### src/rtl/acc_cpu_pkg.sv
package acc_cpu_pkg;

    // command field width is fixed by the instruction format
    localparam int CMD_W = 4;

    localparam logic [CMD_W-1:0] CMD_CLR  = 4'b0000;
    localparam logic [CMD_W-1:0] CMD_LOAD = 4'b1001;
    localparam logic [CMD_W-1:0] CMD_ADD  = 4'b1010;
    localparam logic [CMD_W-1:0] CMD_STOR = 4'b1011;
    localparam logic [CMD_W-1:0] CMD_STOP = 4'b1111;

    typedef enum logic [2:0] {
        PH_FETCH_A = 3'd0,   // program counter into address register
        PH_FETCH_R = 3'd1,   // read instruction word
        PH_DECODE  = 3'd2,   // split command / address
        PH_OPER    = 3'd3,   // operand memory access
        PH_SUM     = 3'd4,   // accumulator takes adder result
        PH_HALT    = 3'd5
    } phase_t;

    typedef struct packed {
        logic mar_pc;    // address register <- program counter
        logic mar_ir;    // address register <- operand field
        logic mdr_mem;   // data register <- memory read data
        logic mdr_acc;   // data register <- accumulator
        logic acc_clr;   // accumulator and carry <- 0
        logic acc_mem;   // accumulator <- memory read data
        logic acc_sum;   // accumulator and carry <- adder
        logic rd;        // memory read strobe
        logic wr;        // memory write request
    } ctl_t;

endpackage

### src/rtl/acc_cpu_adder.sv
module acc_cpu_adder #(
    parameter int WIDTH = 8
) (
    input  logic [WIDTH-1:0] a,
    input  logic [WIDTH-1:0] b,
    output logic [WIDTH-1:0] sum,
    output logic             cout
);

    logic [WIDTH:0] chain;

    assign chain[0] = 1'b0;

    for (genvar i = 0; i < WIDTH; i++) begin : g_bit
        logic half;
        assign half         = a[i] ^ b[i];
        assign sum[i]       = half ^ chain[i];
        assign chain[i + 1] = (a[i] & b[i]) | (chain[i] & half);
    end

    assign cout = chain[WIDTH];

endmodule

### src/rtl/acc_cpu_seq.sv
module acc_cpu_seq
    import acc_cpu_pkg::*;
#(
    parameter int ADDR_W = 4
) (
    input  logic                      clk,
    input  logic                      rst_n,
    input  logic [CMD_W+ADDR_W-1:0]   rdata,
    output ctl_t                      ctl,
    output logic [ADDR_W-1:0]         pc,
    output logic [ADDR_W-1:0]         opnd_addr,
    output logic                      halted
);

    localparam int WORD_W = CMD_W + ADDR_W;

    typedef struct packed {
        phase_t              ph;
        logic [ADDR_W-1:0]   pc;
        logic [WORD_W-1:0]   ir;
    } seq_t;

    seq_t             seq_d, seq_q;
    logic [CMD_W-1:0] cmd;

    assign cmd = seq_q.ir[WORD_W-1 -: CMD_W];

    always_comb begin
        seq_d = seq_q;
        ctl   = '0;
        unique case (seq_q.ph)
            PH_FETCH_A: begin
                ctl.mar_pc = 1'b1;
                seq_d.ph   = PH_FETCH_R;
            end
            PH_FETCH_R: begin
                ctl.rd    = 1'b1;
                seq_d.ir  = rdata;
                seq_d.pc  = seq_q.pc + 1'b1;
                seq_d.ph  = PH_DECODE;
            end
            PH_DECODE: begin
                case (cmd)
                    CMD_CLR: begin
                        ctl.acc_clr = 1'b1;
                        seq_d.ph    = PH_FETCH_A;
                    end
                    CMD_LOAD, CMD_ADD: begin
                        ctl.mar_ir = 1'b1;
                        seq_d.ph   = PH_OPER;
                    end
                    CMD_STOR: begin
                        ctl.mar_ir  = 1'b1;
                        ctl.mdr_acc = 1'b1;
                        seq_d.ph    = PH_OPER;
                    end
                    default: seq_d.ph = PH_HALT;   // stop and undefined
                endcase
            end
            PH_OPER: begin
                case (cmd)
                    CMD_LOAD: begin
                        ctl.rd      = 1'b1;
                        ctl.acc_mem = 1'b1;
                        seq_d.ph    = PH_FETCH_A;
                    end
                    CMD_ADD: begin
                        ctl.rd      = 1'b1;
                        ctl.mdr_mem = 1'b1;
                        seq_d.ph    = PH_SUM;
                    end
                    CMD_STOR: begin
                        ctl.wr   = 1'b1;
                        seq_d.ph = PH_FETCH_A;
                    end
                    default: seq_d.ph = PH_HALT;
                endcase
            end
            PH_SUM: begin
                ctl.acc_sum = 1'b1;
                seq_d.ph    = PH_FETCH_A;
            end
            PH_HALT: seq_d = seq_q;
            default: seq_d.ph = PH_HALT;
        endcase
    end

    always_ff @(posedge clk) begin
        if (!rst_n) begin
            seq_q.ph <= PH_FETCH_A;
            seq_q.pc <= '0;
            seq_q.ir <= '0;
        end else begin
            seq_q <= seq_d;
        end
    end

    assign pc        = seq_q.pc;
    assign opnd_addr = seq_q.ir[ADDR_W-1:0];
    assign halted    = (seq_q.ph == PH_HALT);


    halt_freeze_chk: assert property (@(posedge clk) disable iff (!rst_n)
        (seq_q.ph == PH_HALT) |=> (seq_q.ph == PH_HALT) && $stable(seq_q.pc));


    pc_step_chk: assert property (@(posedge clk) disable iff (!rst_n)
        (seq_q.ph == PH_FETCH_R) |=> (seq_q.pc == ADDR_W'($past(seq_q.pc) + 1'b1)));

endmodule

### src/rtl/acc_cpu_regs.sv
module acc_cpu_regs
    import acc_cpu_pkg::*;
#(
    parameter int ADDR_W = 4
) (
    input  logic                      clk,
    input  logic                      rst_n,
    input  ctl_t                      ctl,
    input  logic [ADDR_W-1:0]         pc,
    input  logic [ADDR_W-1:0]         opnd_addr,
    input  logic [CMD_W+ADDR_W-1:0]   rdata,
    input  logic [CMD_W+ADDR_W-1:0]   sum,
    input  logic                      cout,
    output logic [ADDR_W-1:0]         mar,
    output logic [CMD_W+ADDR_W-1:0]   mdr,
    output logic [CMD_W+ADDR_W-1:0]   acc,
    output logic                      carry
);

    localparam int WORD_W = CMD_W + ADDR_W;

    typedef struct packed {
        logic [ADDR_W-1:0] mar;
        logic [WORD_W-1:0] mdr;
        logic [WORD_W-1:0] acc;
        logic              carry;
    } regs_t;

    regs_t regs_d, regs_q;

    always_comb begin
        regs_d = regs_q;
        if (ctl.mar_pc) regs_d.mar = pc;
        if (ctl.mar_ir) regs_d.mar = opnd_addr;
        if (ctl.mdr_mem) regs_d.mdr = rdata;
        if (ctl.mdr_acc) regs_d.mdr = regs_q.acc;
        if (ctl.acc_clr) begin
            regs_d.acc   = '0;
            regs_d.carry = 1'b0;
        end
        if (ctl.acc_mem) regs_d.acc = rdata;
        if (ctl.acc_sum) begin
            regs_d.acc   = sum;
            regs_d.carry = cout;
        end
    end

    always_ff @(posedge clk) begin
        if (!rst_n) regs_q <= '0;
        else        regs_q <= regs_d;
    end

    assign mar   = regs_q.mar;
    assign mdr   = regs_q.mdr;
    assign acc   = regs_q.acc;
    assign carry = regs_q.carry;


    add_result_chk: assert property (@(posedge clk) disable iff (!rst_n)
        ctl.acc_sum |=> ({regs_q.carry, regs_q.acc} ==
                         $past({1'b0, regs_q.acc} + {1'b0, regs_q.mdr})));


    clear_chk: assert property (@(posedge clk) disable iff (!rst_n)
        ctl.acc_clr |=> (regs_q.acc == '0) && !regs_q.carry);

endmodule

### src/rtl/acc_cpu.sv
module acc_cpu
    import acc_cpu_pkg::*;
#(
    parameter int ADDR_W = 4
) (
    input  logic                       clk,
    input  logic                       rst_n,
    output logic [ADDR_W-1:0]          mem_addr,
    output logic                       mem_rd,
    output logic                       mem_wr_n,
    output logic [CMD_W+ADDR_W-1:0]    mem_wdata,
    input  logic [CMD_W+ADDR_W-1:0]    mem_rdata,
    output logic [CMD_W+ADDR_W-1:0]    acc_out,
    output logic                       carry_out,
    output logic [ADDR_W-1:0]          pc_out,
    output logic                       halted
);

    localparam int WORD_W = CMD_W + ADDR_W;

    ctl_t              ctl;
    logic [ADDR_W-1:0] pc, opnd_addr, mar;
    logic [WORD_W-1:0] mdr, acc, sum;
    logic              carry, cout;

    acc_cpu_seq #(.ADDR_W(ADDR_W)) u_seq (
        .clk       (clk),
        .rst_n     (rst_n),
        .rdata     (mem_rdata),
        .ctl       (ctl),
        .pc        (pc),
        .opnd_addr (opnd_addr),
        .halted    (halted)
    );

    acc_cpu_adder #(.WIDTH(WORD_W)) u_add (
        .a    (acc),
        .b    (mdr),
        .sum  (sum),
        .cout (cout)
    );

    acc_cpu_regs #(.ADDR_W(ADDR_W)) u_regs (
        .clk       (clk),
        .rst_n     (rst_n),
        .ctl       (ctl),
        .pc        (pc),
        .opnd_addr (opnd_addr),
        .rdata     (mem_rdata),
        .sum       (sum),
        .cout      (cout),
        .mar       (mar),
        .mdr       (mdr),
        .acc       (acc),
        .carry     (carry)
    );

    assign mem_addr  = mar;
    assign mem_rd    = ctl.rd;
    assign mem_wr_n  = ~ctl.wr;
    assign mem_wdata = mdr;
    assign acc_out   = acc;
    assign carry_out = carry;
    assign pc_out    = pc;


    bus_excl_chk: assert property (@(posedge clk) disable iff (!rst_n)
        !(mem_rd && !mem_wr_n));


    store_data_chk: assert property (@(posedge clk) disable iff (!rst_n)
        !mem_wr_n |-> (mem_wdata == acc_out));


    halt_quiet_chk: assert property (@(posedge clk) disable iff (!rst_n)
        halted |-> (!mem_rd && mem_wr_n));

endmodule

### config.mk
export PLATFORM = sky130hd
export DESIGN_NAME = acc_cpu
export DESIGN_NICKNAME = d
export VERILOG_FILES = /design/src/rtl/acc_cpu_pkg.sv /design/src/rtl/acc_cpu_adder.sv /design/src/rtl/acc_cpu_seq.sv /design/src/rtl/acc_cpu_regs.sv /design/src/rtl/acc_cpu.sv
export SDC_FILE = /design/constraint.sdc
export NUM_CORES = 1
export LEC_CHECK = 0
export BUFFER_PORTS_ARGS = -buffer_cell sky130_fd_sc_hd__buf_2
export CORE_AREA = 4 4 87 89
export CTS_CLUSTER_DIAMETER = 50
export DETAILED_ROUTE_END_ITERATION = 10
export DIE_AREA = 0 0 91 93
export SLEW_MARGIN = 40
export SYNTH_ARGS = -nofsm -noshare
export SYNTH_HDL_FRONTEND = slang
export SYNTH_SLANG_ARGS = --single-unit
### constraint.sdc
create_clock -name clk -period 3.3 [get_ports clk]
set_input_delay 0.66 -clock clk [delete_from_list [all_inputs] [get_ports clk]]
set_output_delay 0.66 -clock clk [all_outputs]
set_load 0.05 [all_outputs]
==> Flow_metrics.wiki <==
{| class="wikitable"
! Metric !! Value
|-
| Worst setup startpoint || u_regs.mdr[0]$_SDFFE_PN0P_
|-
| Combinational fraction of design power || 0.179
|-
| Combinational family with the most area after synthesis || compound AO/OA/AOI/OAI gates
|-
| Cell type group with the largest total delay on the critical path || adder cells
|-
| Wire length after detailed routing || 5790 um
|-
| Layout Skew || 0.005685 ns
|-
| Register-to-Register Path Depth || 13
|-
| Dpl hpwl || 4135 um
|-
| Final-report max-slew violation count || 0
|-
| Nets in the synthesized netlist || 241
|-
| Worst Tran Pin Value || 0.7505 ns
|-
| Count of yosys warnings during synthesis || 0
|-
| Static leakage power || 0.0009152 uW
|-
| Number of placed I/O pins || 38
|-
| Clock tree from TritonCTS || yes
|-
| Clock root buffer || sky130_fd_sc_hd__clkbuf_8
|-
| Most used cell along the critical path || sky130_fd_sc_hd__fa_2
|-
| Share of synthesized registers carrying an async set or reset || 0
|-
| Number of failing setup endpoints in the final timing report || 2
|-
| Pwr per Cell Area || 450.2 nW/um2
|-
| Iteration-0 DRC count of the detailed router || 144
|-
| End point of the critical path || u_regs.carry$_SDFFE_PN0P_
|-
| Max Fclk || 284.7 MHz
|-
| DRT Pass-1 Iters || 4
|-
| Required time of the worst setup path || 3.48 ns
|-
| Compound-cell area share of the yosys netlist || 0.2441
|-
| Critical Path Start Type || flop
|-
| Total net switching power || 327.2 uW
|-
| Clk Latency, worst-skew pair || 0.29 ns
|-
| Mux cell area share after synthesis || 0.01993
|-
| Peak per-stage delay on the critical path || 0.38 ns
|-
| Placement Rows || 30
|-
| Fraction of layout instances using a drive strength above 1 || 0.2948
|-
| Result of the run || finished, violations left
|-
| Core Box Area || 6756 um2
|-
| Die Width || 91 um
|-
| Starting density of the core || 0.2974
|-
| Grt ovf || 0
|-
| Reg clk slew, reported paths || 0.07 ns
|-
| Count of different cell masters after synthesis || 54
|-
| Height of the chip || 93 um
|-
| PortBufs || 37
|-
| Smallest setup slack after layout || -0.2119 ns
|-
| Mapped Cells || 222
|-
| Maximum level of the CTS H-tree || 2
|-
| Number of remaining DRC errors || 0
|-
| Path type of the worst setup path || flop to flop
|-
| Area leader, netlist || sky130_fd_sc_hd__dfxtp_1
|-
| Sequential share of power || 0.457
|-
| Unrepaired setup endpoints after global routing || true
|-
| Relative slew slack || 0.4986
|-
| Global router's overall resource usage || 0.1404
|-
| Global-route wire length before repair || 9515 um
|-
| Critical path peak fanout || 2
|-
| Internal power || 743.0 uW
|-
| Number of buffer and inverter stages on the critical path || 2
|-
| Path type of the worst min-delay path || flop to flop
|-
| Number of buffers created by CTS || 5
|-
| Area growth syn-to-layout || 18.31%
|-
| Number of enable-type register cells in the synthesized netlist || 0
|-
| Fraction of the mapped netlist area in adder cells || 0.08219
|-
| Final critical delay including setup and external delays || 3.512 ns
|-
| Mean instance size in the synthesized netlist || 9.051 um2
|-
| Clock share of power || 0.363
|-
| Final worst path period share || 1.064
|-
| Top area cells in the synthesized netlist || sky130_fd_sc_hd__dfxtp_1, sky130_fd_sc_hd__fa_1, sky130_fd_sc_hd__nand2_1
|-
| Worst endpoint data arrival time || 3.70 ns
|-
| Die area || 8463 um2
|-
| Clk sink count || 36
|-
| Proportion of total power due to net switching || 0.3057
|-
| Number of hold violations in the final report || 0
|-
| Vias per inst || 5.583
|-
| Final weighted congestion of routability-driven global placement || 0.8051
|-
| Sequential-to-total area share from yosys stat || 0.3587
|-
| Reg2Reg Capture Point || u_regs.carry$_SDFFE_PN0P_
|-
| DR vias || 1848
|-
| Share of Yosys cell area claimed by the top area cell type || 0.3587
|-
| Post-synthesis simple-gate area fraction || 0.2105
|-
| Most common flop cell mapped by yosys || sky130_fd_sc_hd__dfxtp_1
|-
| Logic depth of the worst setup path including buffers || 13
|-
| XOR/XNOR share of the synthesized area || 0.008717
|-
| Total of max-cap violations || 0
|-
| Antenna-violating nets left || 0
|-
| Final antenna diode count || 0
|-
| Violations in the final reports || setup timing
|-
| Initial antenna violation count || 0
|-
| Post-DR wirelength/cell || 17.49 um
|-
| Number of cells after detailed placement || 323
|-
| FF-to-FF Start || u_regs.mdr[0]$_SDFFE_PN0P_
|-
| Slowest cell on the critical path || sky130_fd_sc_hd__fa_2
|-
| Synthesized cell area || 2009 um2
|-
| Non-filler cells in the finished layout || 331
|-
| Worst-case vdd ir drop || 0.1696 mV
|-
| Total negative slack || -0.2208 ns
|-
| Reg-to-reg slack, setup || -0.21 ns
|-
| Final net count || 269
|-
| Largest net degree at the start of global routing || 23
|-
| Category of the worst setup path capture point || flop
|-
| Vias in the first global route || 1834
|-
| Post-CTS Setup Repair Bufs || 0
|-
| Hold buffer count at cts || 0
|-
| Clock Tree Buf Depth || 2
|-
| Synthesis-stage register bit count || 36
|-
| Critical path cell sequence || ha_4, fa_2, fa_2, fa_2, fa_2, inv_2, fa_1, inv_1, fa_2, fa_2, nor3b_2, a31oi_1, o221a_2
|-
| Count of fill cells added during filler insertion || 726
|}
==> placed cells by master (no fill, tap or decap), types with 3 or more instances in the layout <==
master and count:
sky130_fd_sc_hd__a311oi_1 6, sky130_fd_sc_hd__buf_4 5, sky130_fd_sc_hd__nand4_1 3, sky130_fd_sc_hd__o221a_2 4, sky130_fd_sc_hd__o41ai_1 4, sky130_fd_sc_hd__a211oi_1 5, sky130_fd_sc_hd__mux2i_1 4, sky130_fd_sc_hd__o31ai_1 5
sky130_fd_sc_hd__nor3_1 7, sky130_fd_sc_hd__a21oi_1 15, sky130_fd_sc_hd__buf_2 37, sky130_fd_sc_hd__clkbuf_8 5, sky130_fd_sc_hd__nand2_1 25, sky130_fd_sc_hd__dfxtp_1 32, sky130_fd_sc_hd__nand2b_1 4, sky130_fd_sc_hd__a32oi_1 5
sky130_fd_sc_hd__o21ai_0 10, sky130_fd_sc_hd__or3_1 6, sky130_fd_sc_hd__inv_1 10, sky130_fd_sc_hd__nor2_1 6, sky130_fd_sc_hd__fa_2 6
==> how the worst min path moves through the flow <==
stage	from	end	slack (ns)	cells after the start
global placement	u_seq.opnd_addr[1]$_SDFFE_PN0P_	u_seq.opnd_addr[1]$_SDFFE_PN0P_	0.45	2
detailed placement	u_seq.opnd_addr[1]$_SDFFE_PN0P_	u_seq.opnd_addr[1]$_SDFFE_PN0P_	0.45	2
global route	u_seq.opnd_addr[2]$_SDFFE_PN0P_	u_seq.opnd_addr[2]$_SDFFE_PN0P_	0.49	2
CTS	u_seq.opnd_addr[1]$_SDFFE_PN0P_	u_seq.opnd_addr[1]$_SDFFE_PN0P_	0.47	2
floorplan	u_seq.opnd_addr[0]$_SDFFE_PN0P_	u_seq.opnd_addr[0]$_SDFFE_PN0P_	0.44	2
finish	u_seq.opnd_addr[0]$_SDFFE_PN0P_	u_seq.opnd_addr[0]$_SDFFE_PN0P_	0.47	2
==> what timing repair did <==
item                                    4_1_cts  5_1_grt
pin swaps                                     1        2
gates cloned                                  0        0
endpoints found under the setup margin        2        2
gates resized for setup                       3        0
==> worst reg2reg max path: cells and delay by family (launching register included) <==
family          cells  cell delay, ns
simple gates        1            0.19
buf+inv             2            0.11
compound gates      2            0.31
flops               1            0.35
fa+ha+maj           8            2.46
==> Yosys cell counts (all sizes together), types with 5 or more instances <==
library cell and n:
a32oi 5, buf 11, dfxtp 36, fa 7, a211oi 5, or3 7
a311oi 6, inv 11, o21ai 11, nand2 25, nor3 7, a21oi 15
nor2 6, o31ai 5, clkbuf 10
==> power groups by stage <==
| stage | combinational (uW) | clock [uW] | sequential (uW) |
|---|---|---|---|
| 2_1_floorplan | 157 | 0 | 490 |
| 3_3_place_gp | 189 | 0 | 498 |
| 3_5_place_dp | 189 | 0 | 498 |
| 4_1_cts | 191 | 394 | 488 |
| 5_1_grt | 210 | 412 | 494 |
| 6_report | 192 | 389 | 490 |
==> through the flow <==
step	instance area (um2)	hold slack [ns]	util	setup WS, ns	total power (uW)
global route	2377	0.4906	0.3519	-0.3048	1116
floorplan	2044	0.4364	-	-0.1500	646.6
finish	2377	0.4707	0.3519	-0.2119	1070
global placement	2256	0.4466	0.3339	-0.1898	686.3
CTS	2371	0.4661	0.3509	-0.1757	1073
detailed placement	2256	0.4530	0.3339	-0.2143	687.4
==> state kept, by name, indices dropped and copies added (netlist names) <==
signal           cells
u_regs.mdr           8
u_seq.pc             4
u_seq.cmd            4
u_regs.mar           4
u_regs.acc           8
u_seq.opnd_addr      4
u_regs.carry         1
u_seq.seq_q          3
==> metal layers <==
layer | track usage | share of wire
met3 | 0.03057 | 0.036
met5 | 0 | 0
met1 | 0.1832 | 0.47
met2 | 0.2189 | 0.47
met4 | 0.07035 | 0.029
==> logic make-up after synthesis <==
group	Yosys count
AOI/OAI and AO/OA	66
and+or+nand+nor	73
xor gates and xnor gates	2
buffers and inverters	32
adders and majority gates	9
muxes	4
DFF	36
==> cell type report <==
type	count	area, um2	area share
clock buffers	6	72.57	0.03053
well taps	80	100.1	0.04211
inverters	11	41.29	0.01737
multi-input cells	154	1175	0.4942
repair buffers	42	222.7	0.09368
flip-flops and latches	36	730.7	0.3074
clock inverters	2	35.03	0.01474
(Power assumes the default switching activity.)
